--- config.mk ---
export PLATFORM = sky130hd
export DESIGN_NAME = lmem_stride_port
export DESIGN_NICKNAME = d
export VERILOG_FILES = /design/src/rtl/lmem_stride_pkg.sv /design/src/rtl/lmem_win_arb.sv /design/src/rtl/lmem_win.sv /design/src/rtl/lmem_stride_port.sv
export SDC_FILE = /design/constraint.sdc
export NUM_CORES = 1
export LEC_CHECK = 0
export BUFFER_PORTS_ARGS = -buffer_cell sky130_fd_sc_hd__buf_4
export CAP_MARGIN = 20
export CORE_ASPECT_RATIO = 0.6
export CORE_MARGIN = 1
export CORE_UTILIZATION = 45
export CTS_CLUSTER_SIZE = 28
export DETAILED_ROUTE_END_ITERATION = 12
export GPL_TIMING_DRIVEN = 1
export HOLD_SLACK_MARGIN = 0.1
export MAX_ROUTING_LAYER = met4
export PLACE_DENSITY_LB_ADDON = 0.05
export SETUP_SLACK_MARGIN = 0.02
export SLEW_MARGIN = 20
export SYNTH_ARGS = -nofsm -noshare
export SYNTH_HDL_FRONTEND = slang
export SYNTH_SLANG_ARGS = --single-unit
export TNS_END_PERCENT = 50
--- constraint.sdc ---
create_clock -name clk -period 7.7 [get_ports clk]
set_clock_uncertainty 0.1 [all_clocks]
set_input_delay 1.155 -clock clk [delete_from_list [all_inputs] [get_ports clk]]
set_output_delay 1.155 -clock clk [all_outputs]
set_load 0.01 [all_outputs]
--- src/rtl/lmem_stride_pkg.sv ---
package lmem_stride_pkg;

    typedef enum logic [1:0] {
        FLD_PTR_LO = 2'd0,
        FLD_PTR_HI = 2'd1,
        FLD_STRIDE = 2'd2,
        FLD_DATA   = 2'd3
    } win_field_e;

    typedef struct packed {
        logic set_lo;
        logic set_hi;
        logic set_stride;
        logic put_byte;
        logic get_byte;
    } win_cmd_t;

    localparam int CTRL_RDEN_BIT = 0;

    function automatic win_cmd_t decode_win_cmd(
        input logic       hit,
        input logic       wr,
        input win_field_e fld,
        input logic       rd_en
    );
        win_cmd_t c;
        c.set_lo     = hit && wr && (fld == FLD_PTR_LO);
        c.set_hi     = hit && wr && (fld == FLD_PTR_HI);
        c.set_stride = hit && wr && (fld == FLD_STRIDE);
        c.put_byte   = hit && wr && (fld == FLD_DATA);
        c.get_byte   = hit && !wr && (fld == FLD_DATA) && rd_en;
        return c;
    endfunction

endpackage

--- src/rtl/lmem_win_arb.sv ---
module lmem_win_arb #(
    parameter int NPORTS = 2
) (
    input  logic              clk,
    input  logic              rst,
    input  logic [NPORTS-1:0] req,
    output logic [NPORTS-1:0] grant
);
    always_comb begin
        logic taken;
        taken = 1'b0;
        grant = '0;
        for (int p = 0; p < NPORTS; p++) begin
            if (req[p] && !taken) begin
                grant[p] = 1'b1;
                taken    = 1'b1;
            end
        end
    end

    p_single_grant_r8: assert property (@(posedge clk) disable iff (rst)
        $onehot0(grant));
    p_low_first_r8: assert property (@(posedge clk) disable iff (rst)
        req[0] |-> grant[0]);
    p_grant_needs_req_r8: assert property (@(posedge clk) disable iff (rst)
        (grant & ~req) == '0);
endmodule

--- src/rtl/lmem_win.sv ---
module lmem_win
    import lmem_stride_pkg::*;
#(
    parameter int PTR_BITS  = 16,
    parameter int BANK_BITS = 3
) (
    input  logic                          clk,
    input  logic                          rst,
    input  logic [BANK_BITS-1:0]          bank,
    input  win_cmd_t                      cmd,
    input  logic [7:0]                    wdata,
    input  logic                          mem_wr_ev,
    input  logic                          grant,
    input  logic [7:0]                    mem_rdata,
    output logic [PTR_BITS-1:0]           ptr,
    output logic [7:0]                    stride,
    output logic [7:0]                    pbuf,
    output logic                          req,
    output logic                          req_we,
    output logic [BANK_BITS+PTR_BITS-1:0] req_addr,
    output logic [7:0]                    req_wdata
);
    localparam int HI_BITS = PTR_BITS - 8;
    localparam int MAW     = BANK_BITS + PTR_BITS;

    logic [PTR_BITS-1:0]  ptr_q;
    logic [PTR_BITS-1:0]  stride_ext;
    logic [7:0]           stride_q;
    logic [BANK_BITS-1:0] bank_q;
    logic                 buf_valid;
    logic                 fetch_out;
    logic                 wq_valid;
    logic [MAW-1:0]       wq_addr;
    logic [7:0]           wq_data;
    logic [7:0]           buf_q;
    logic                 stale;

    assign stride_ext = {{HI_BITS{stride_q[7]}}, stride_q};
    assign stale = cmd.set_lo || cmd.set_hi || cmd.put_byte || cmd.get_byte
                   || (bank != bank_q) || mem_wr_ev;

    always_ff @(posedge clk) begin
        if (rst) begin
            ptr_q     <= '0;
            stride_q  <= 8'd1;
            bank_q    <= '0;
            buf_valid <= 1'b0;
            fetch_out <= 1'b0;
            wq_valid  <= 1'b0;
            wq_addr   <= '0;
            wq_data   <= '0;
            buf_q     <= '0;
        end else begin
            bank_q <= bank;
            if (cmd.set_lo)
                ptr_q[7:0] <= wdata;
            if (cmd.set_hi)
                ptr_q[PTR_BITS-1:8] <= wdata[HI_BITS-1:0];
            if (cmd.put_byte || cmd.get_byte)
                ptr_q <= ptr_q + stride_ext;
            if (cmd.set_stride)
                stride_q <= wdata;

            if (cmd.put_byte) begin
                wq_valid <= 1'b1;
                wq_addr  <= {bank, ptr_q};
                wq_data  <= wdata;
            end else if (grant && wq_valid) begin
                wq_valid <= 1'b0;
            end

            fetch_out <= grant && !wq_valid && !stale;
            if (stale) begin
                buf_valid <= 1'b0;
            end else if (fetch_out) begin
                buf_valid <= 1'b1;
                buf_q     <= mem_rdata;
            end
        end
    end

    assign req       = wq_valid || (!buf_valid && !fetch_out);
    assign req_we    = wq_valid;
    assign req_addr  = wq_valid ? wq_addr : {bank, ptr_q};
    assign req_wdata = wq_data;
    assign ptr       = ptr_q;
    assign stride    = stride_q;
    assign pbuf      = buf_q;

    p_write_queued_r3: assert property (@(posedge clk) disable iff (rst)
        cmd.put_byte |=> (wq_valid && wq_data == $past(wdata)
                          && wq_addr == {$past(bank), $past(ptr_q)}));
    p_write_leaves_r3: assert property (@(posedge clk) disable iff (rst)
        (wq_valid && grant && !cmd.put_byte) |=> !wq_valid);
endmodule

--- src/rtl/lmem_stride_port.sv ---
module lmem_stride_port
    import lmem_stride_pkg::*;
#(
    parameter int PTR_BITS  = 16,
    parameter int BANK_BITS = 3,
    parameter int NPORTS    = 2,
    localparam int BUS_AW   = $clog2(NPORTS * 4 + 1),
    localparam int MAW      = BANK_BITS + PTR_BITS
) (
    input  logic                        clk,
    input  logic                        rst,
    input  logic [NPORTS*BANK_BITS-1:0] bank_sel,
    input  logic                        bus_sel,
    input  logic                        bus_wr,
    input  logic [BUS_AW-1:0]           bus_addr,
    input  logic [7:0]                  bus_wdata,
    output logic [7:0]                  bus_rdata,
    output logic                        mem_en,
    output logic                        mem_we,
    output logic [MAW-1:0]              mem_addr,
    output logic [7:0]                  mem_wdata,
    input  logic [7:0]                  mem_rdata
);
    localparam int PIDX_W  = BUS_AW - 2;
    localparam int HI_BITS = PTR_BITS - 8;
    localparam logic [BUS_AW-1:0] CTRL_ADDR = BUS_AW'(NPORTS * 4);

    logic                rd_en;
    logic                ctrl_hit;
    logic [PIDX_W-1:0]   win_idx;
    win_field_e          fld;
    logic                mem_wr_ev;

    win_cmd_t            cmd      [NPORTS];
    logic [PTR_BITS-1:0] ptr_w    [NPORTS];
    logic [7:0]          stride_w [NPORTS];
    logic [7:0]          pbuf_w   [NPORTS];
    logic [MAW-1:0]      raddr_w  [NPORTS];
    logic [7:0]          rwdat_w  [NPORTS];
    logic [NPORTS-1:0]   req;
    logic [NPORTS-1:0]   req_we;
    logic [NPORTS-1:0]   grant;

    assign win_idx  = bus_addr[BUS_AW-1:2];
    assign fld      = win_field_e'(bus_addr[1:0]);
    assign ctrl_hit = bus_sel && (bus_addr == CTRL_ADDR);

    always_ff @(posedge clk) begin
        if (rst)
            rd_en <= 1'b0;
        else if (ctrl_hit && bus_wr)
            rd_en <= bus_wdata[CTRL_RDEN_BIT];
    end

    for (genvar p = 0; p < NPORTS; p++) begin : g_win
        logic                hit;
        logic                rd_try;
        logic [PTR_BITS-1:0] stride_chk;

        assign hit    = bus_sel && (win_idx == PIDX_W'(p));
        assign rd_try = hit && !bus_wr && (fld == FLD_DATA);
        assign cmd[p] = decode_win_cmd(hit, bus_wr, fld, rd_en);
        assign stride_chk = {{HI_BITS{stride_w[p][7]}}, stride_w[p]};

        lmem_win #(
            .PTR_BITS (PTR_BITS),
            .BANK_BITS(BANK_BITS)
        ) u_win (
            .clk      (clk),
            .rst      (rst),
            .bank     (bank_sel[p*BANK_BITS +: BANK_BITS]),
            .cmd      (cmd[p]),
            .wdata    (bus_wdata),
            .mem_wr_ev(mem_wr_ev),
            .grant    (grant[p]),
            .mem_rdata(mem_rdata),
            .ptr      (ptr_w[p]),
            .stride   (stride_w[p]),
            .pbuf     (pbuf_w[p]),
            .req      (req[p]),
            .req_we   (req_we[p]),
            .req_addr (raddr_w[p]),
            .req_wdata(rwdat_w[p])
        );

        p_blocked_hold_r6: assert property (@(posedge clk) disable iff (rst)
            (rd_try && !rd_en) |=> $stable(ptr_w[p]));
        p_blocked_zero_r6: assert property (@(posedge clk) disable iff (rst)
            (rd_try && !rd_en) |-> (bus_rdata == 8'd0));
        p_advance_r5: assert property (@(posedge clk) disable iff (rst)
            (rd_try && rd_en) |=> (ptr_w[p] == $past(ptr_w[p] + stride_chk)));
    end

    lmem_win_arb #(.NPORTS(NPORTS)) u_arb (
        .clk  (clk),
        .rst  (rst),
        .req  (req),
        .grant(grant)
    );

    always_comb begin
        mem_we    = 1'b0;
        mem_addr  = '0;
        mem_wdata = '0;
        for (int p = 0; p < NPORTS; p++) begin
            if (grant[p]) begin
                mem_we    = req_we[p];
                mem_addr  = raddr_w[p];
                mem_wdata = rwdat_w[p];
            end
        end
    end
    assign mem_en    = |grant;
    assign mem_wr_ev = mem_en && mem_we;

    always_comb begin
        logic [7:0] hi_ext;
        bus_rdata = 8'd0;
        hi_ext    = 8'd0;
        if (bus_sel && !bus_wr) begin
            if (ctrl_hit)
                bus_rdata[CTRL_RDEN_BIT] = rd_en;
            for (int p = 0; p < NPORTS; p++) begin
                if (win_idx == PIDX_W'(p)) begin
                    unique case (fld)
                        FLD_PTR_LO: bus_rdata = ptr_w[p][7:0];
                        FLD_PTR_HI: begin
                            hi_ext[HI_BITS-1:0] = ptr_w[p][PTR_BITS-1:8];
                            bus_rdata = hi_ext;
                        end
                        FLD_STRIDE: bus_rdata = stride_w[p];
                        FLD_DATA:   bus_rdata = rd_en ? pbuf_w[p] : 8'd0;
                        default:    bus_rdata = 8'd0;
                    endcase
                end
            end
        end
    end

    p_idle_no_write_r3: assert property (@(posedge clk) disable iff (rst)
        !mem_en |-> !mem_we);
endmodule

Yosys cells after proc, flatten, opt, wreduce, memory -nomap -nowiden --
Index checks and enable logic that the tools add are counted.
Cells by class: div/mod/pow operators 0, add/sub/neg operators 2, $lt $le $gt $ge 0, $mul 0, reduce and logical (&&, ||, !) cells 68, shift-type cells 0, equal/unequal tests 7, mux-type cells 28, bitwise operators 2
Operators with widths (number):
- $mux W8 | 11
- $mux W19 | 4
- $pmux W8 S4 | 2
- $add A16 B16 Y16 | 2
- $mux W16 | 2
- $logic_and A1 B1 Y1 | 31
- $logic_or A1 B1 Y1 | 14
- $reduce_bool A2 Y1 | 6
- $logic_not A1 Y1 | 10
- $mux W1 | 9
- $ne A3 B3 Y1 | 2
- $reduce_or A2 Y1 | 3
- $eq A2 B1 Y1 const B | 2
- $eq A2 B2 Y1 const B | 2
- $eq A4 B4 Y1 const B | 1
- $logic_not A2 Y1 | 2
- $reduce_and A2 Y1 | 2
- $not A1 Y1 | 2
Word-level totals: output and inout bits 37, bits of input ports 30, word-level logic and storage cells 128, register bits after elaboration 131, ROM bits 0, bits in latches 0, memories 0, bits in writable memories 0

Depth between registers and ports, before layout --
word-level depth 12, gate-level depth with buffers 9, mapped depth without buffers 9

Modules after synthesis --
A second synthesis with hierarchy kept.
Unflattened totals: cells, all modules 891, area, all modules 7993.9 µm²
By module, submodules not included:
- lmem_win | times used 2, cells an instance 363, area an instance 3415.8 µm², seq. area each 1301.2 µm²
- lmem_stride_port | times used 1, cells an instance 163, area an instance 1141.1 µm², seq. area each 20.0 µm²
- lmem_win_arb | times used 1, cells an instance 2, area an instance 21.3 µm², seq. area each 0.0 µm²

Worst setup path after synthesis --
Ideal clock, no wire load.
path kind input port to output port, start point in bus_addr[1], end point out bus_rdata[0], stages on the path 6, path slack 3.838 ns, required time 6.445 ns, arrival time 2.607 ns, buffers on the path 3, path through buf_2 -> buf_1 -> buf_2 -> nor4b_1 -> a21boi_1 -> nor4_1
On the way: word-level cells in the longest chain between the ends 6, elaborated cells between the ends (all ways) 12, those cells by class eq/ne: 4; mux: 6; reduce/logical: 2
Ends and longest elaborated chain:
- from (decl) | RTL line lmem_stride_port.sv:15 | input logic [BUS_AW-1:0] bus_addr,
- $eq A4 B4 Y1 | RTL line lmem_stride_port.sv:46 | assign ctrl_hit = bus_sel && (bus_addr == CTRL_ADDR);
- $logic_and A1 B1 Y1 | RTL line lmem_stride_port.sv:46
- $mux W1 | RTL line lmem_stride_port.sv:121 | if (ctrl_hit)
- $mux W8 | RTL line lmem_stride_port.sv:124 | if (win_idx == PIDX_W'(p)) begin
- $mux W8 (*) | RTL line lmem_stride_port.sv:124
- $mux W8 (*) | RTL line lmem_stride_port.sv:120 | if (bus_sel && !bus_wr) begin
- to (decl) | RTL line lmem_stride_port.sv:17 | output logic [7:0] bus_rdata,
Every way passes the cells marked *; elsewhere a longest branch is shown, timed or not.

Worst setup path after layout --
start point in bus_addr[1], end point out bus_rdata[7]
On the way: word-level cells in the longest chain between the ends 5, elaborated cells between the ends (all ways) 9, those cells by class eq/ne: 3; mux: 5; reduce/logical: 1
Ends and longest elaborated chain:
- $eq A2 B2 Y1, or another cell as far along | RTL line lmem_stride_port.sv:125 | unique case (fld)
- $pmux W8 S4 | RTL line lmem_stride_port.sv:125
- $mux W8 | RTL line lmem_stride_port.sv:124
- $mux W8 (*) | RTL line lmem_stride_port.sv:124
- $mux W8 (*) | RTL line lmem_stride_port.sv:120
Marked as above.

==> results.sh <==
export IMPL_grt_pass1_wl_mm=38.30
export IMPL_clock_power_share=0.503
export IMPL_crit_arrival_ns=3.01
export IMPL_fp_dieH_um=103.0
export IMPL_syn_area_um2=7655
export IMPL_start_util=0.4656
export IMPL_io_buffers=66
export IMPL_ys_ff_latch=131
export IMPL_worstMarginPinSlew_ns=1.064
export IMPL_cts_tree="built"
export IMPL_numCtsBuffers=17
export IMPL_firstDrtPassIters=5
export IMPL_fillers=1568
export IMPL_fin_cells=1238
export IMPL_synth_area_leaders="dfxtp_1 (34%), mux2i_1 (8.6%), a21oi_1 (7.9%)"
export IMPL_synth_flop_cell="dfxtp_1"
export IMPL_overflow=0
export IMPL_clk_pin_slew_ns=0.06
export IMPL_synth_edf_count=0
export IMPL_p_int_mw=1.217
export IMPL_synthTopCellsByCount="nand2_1 (158), dfxtp_1 (131), a21oi_1 (121), nor2_1 (86), mux2i_1 (66)"
export IMPL_powerDensity_nw_per_um2=186.0
export IMPL_gp_congestion=0.9097
export IMPL_combPwrFrac=0.074
export IMPL_cts_resized=0
export IMPL_outcome="complete, no violations"
export IMPL_seq_area_frac_synth=0.3426
export IMPL_cts_root_buf="clkbuf_16"
export IMPL_diodes=0
export IMPL_layout_worst_path_cycle_share=0.5535
export IMPL_fin_tns_setup_ns=0
export IMPL_min_period_ns=4.262
export IMPL_clock_fmax_mhz=234.6
export IMPL_antenna_found_initial=0
export IMPL_wirelength_mm=24.99
export IMPL_grt_max_degree=89
export IMPL_yosysWarningCount=0
export IMPL_cts_buffer_depth=2
export IMPL_dp_hpwl_mm=17.23
export IMPL_hold_buffers=0
export IMPL_drv_cap=0
export IMPL_report_final_slew_viol_count=0
export IMPL_end_kind="primary output"
export IMPL_grt_pass1_vias=6500
export IMPL_areaGrowthSynthToFinish_pct=15.28
export IMPL_drive_gt1_frac=0.1208
export IMPL_core_area_um2=16440
export IMPL_cts_max_level=4
export IMPL_final_nets=1059
export IMPL_route_detailed_drc=0
export IMPL_rows=36
export IMPL_swShare=0.2586
export IMPL_critPathRequiredTime_ns=6.44
export IMPL_worst_ir_drop_vdd_mv=0.1185
export IMPL_syn_area_per_cell_um2=7.867
export IMPL_regArea_um2=2623
export IMPL_startpoint_type="input pin"
export IMPL_syn_nets=1035
export IMPL_synthDominantCellAreaShare=0.3426
export IMPL_detail_route_antenna_nets=0
export IMPL_cp_max_fo=30
export IMPL_p_switching_mw=0.4245
export IMPL_synth_cells=973
export IMPL_wl_per_cell_um=20.19
export IMPL_io_pins=67
export IMPL_routed_via_density=5.829
export IMPL_post_cts_setup_buffers=0
export IMPL_yosysMostFrequentCell="nand2_1"
export IMPL_slew_headroom=0.2879
export IMPL_seqPwrFrac=0.423
export IMPL_final_setup_worst_slack_ns=3.438
export IMPL_leakagePower_nw=3.344
export IMPL_dieArea_um2=17550
export IMPL_final_hold_viol_count=0
export IMPL_postLayoutCoreUtil=0.5368
export IMPL_cts_sinks=131
export IMPL_post_place_ws_ns=3.521
export IMPL_min_path_type="register to register"
export IMPL_synth_top_area_cell="dfxtp_1"
export IMPL_ys_types=68
export IMPL_clock_latency_ns=0.42
export IMPL_finalSetupViolCount=0
export IMPL_async_flop_share=0
export IMPL_multi_input_area_um2=4682
export IMPL_worst_setup_path_type="input pin to primary output"
export IMPL_vias=7216
export IMPL_dieWidth_um=170.4
export IMPL_placedCellCount=1206
export IMPL_drtIter0Drc=651
export IMPL_grt_usage=0.3041
export IMPL_grt_setup_unrepaired="false"
export IMPL_fin_total_pwr_mw=1.642
## layer usage
metal	part of all wire	vias up	track usage
li1	-	3494	-
met1	0.51	3426	0.4555
met2	0.40	271	0.4149
met3	0.074	25	0.05106
met4	0.010	0	0.07138
met5	0	-	-
## flip-flops by register name, indices dropped and copies added, names as in the netlist
name / cells
g_win.u_win.buf_valid: 2
g_win.u_win.req_wdata: 16
rd_en: 1
g_win.u_win.stride: 16
g_win.u_win.fetch_out: 2
g_win.u_win.wq_addr: 38
g_win.u_win.pbuf: 16
g_win.u_win.ptr: 32
g_win.u_win.req_we: 2
g_win.u_win.bank_q: 6
## stage by stage
step	hold slack, ns	cell area (µm²)
after floorplan	0.3360	7655
after global placement	0.3443	8227
after detailed placement	0.3467	8232
after CTS	0.3546	8825
after global routing	0.3679	8825
final	0.3526	8825
## power groups by stage
stage | Combinational [mW] | Clock, mW | Sequential [mW]
2_1_floorplan | 0.0744 | 0 | 0.704
3_3_place_gp | 0.118 | 0 | 0.710
3_5_place_dp | 0.118 | 0 | 0.709
4_1_cts | 0.119 | 0.834 | 0.694
5_1_grt | 0.131 | 0.861 | 0.695
6_report | 0.121 | 0.826 | 0.695
## worst max-delay path: stages
cell and delay (ns):
buf_4 0.31, and2b_1 0.51, a22oi_1 0.20, nand2_1 0.14, o22ai_1 0.08, nor2_1 0.11
nor2_1 0.04, a211oi_1 0.27, buf_4 0.16
## logic make-up (layout without fill, tap and decap cells)
| kind of cell | Yosys count | in the layout | synth area share |
|---|---|---|---|
| buffers and inverters | 92 | 129 | 0.04740 |
| AND/OR/NAND/NOR | 359 | 359 | 0.2135 |
| flip-flops | 131 | 131 | 0.3426 |
| XOR/XNOR | 31 | 31 | 0.03547 |
| adder cells (fa/ha/maj) | 32 | 32 | 0.05427 |
| multiplexers | 73 | 73 | 0.09660 |
| AO/OA/AOI/OAI | 255 | 255 | 0.2102 |
## cell type report
| cell class | count | share of cell area |
|---|---|---|
| timing repair buffer | 74 | 0.06295 |
| tap | 228 | 0.03233 |
| clock inverter | 13 | 0.01701 |
| sequential | 131 | 0.2972 |
| multi-input combinational | 750 | 0.5306 |
| clock buffer | 19 | 0.05019 |
| inverter | 23 | 0.009783 |
## final timing paths
path,from,end,slack [ns],cells past startpoint
worst min register to register,g_win[0].u_win.wq_addr[9],g_win[0].u_win.wq_addr[9],0.35,2
worst max register to register,g_win[0].u_win.ptr[0],g_win[0].u_win.ptr[14],4.70,9
worst max-delay path,bus_addr[1],bus_rdata[7],3.44,9
worst min-delay path,g_win[0].u_win.wq_addr[9],g_win[0].u_win.wq_addr[9],0.35,2
## placed cells by master, fill, tap and decap left out, types with 3 or more instances in the layout
cell / instances
or2_1: 4
nand3_1: 23
mux2i_1: 66
a21o_1: 13
clkbuf_16: 17
mux2_1: 3
o21bai_1: 4
clkinv_4: 5
a22oi_1: 5
o21ai_1: 10
a21oi_1: 121
nor4b_1: 3
a311oi_1: 12
ha_1: 30
a22o_1: 8
o22ai_1: 8
inv_6: 3
buf_4: 74
o21ai_0: 10
a211oi_1: 37
nor2_2: 4
xor2_1: 12
and2_1: 4
nor2b_1: 10
o311ai_1: 3
dfxtp_1: 131
nor3_1: 27
nand2b_1: 7
xnor2_1: 19
nand2_1: 158
mux2_2: 4
inv_1: 22
a31oi_1: 3
and3_1: 13
nor2_1: 84
Power figures use the tool's default switching activity.
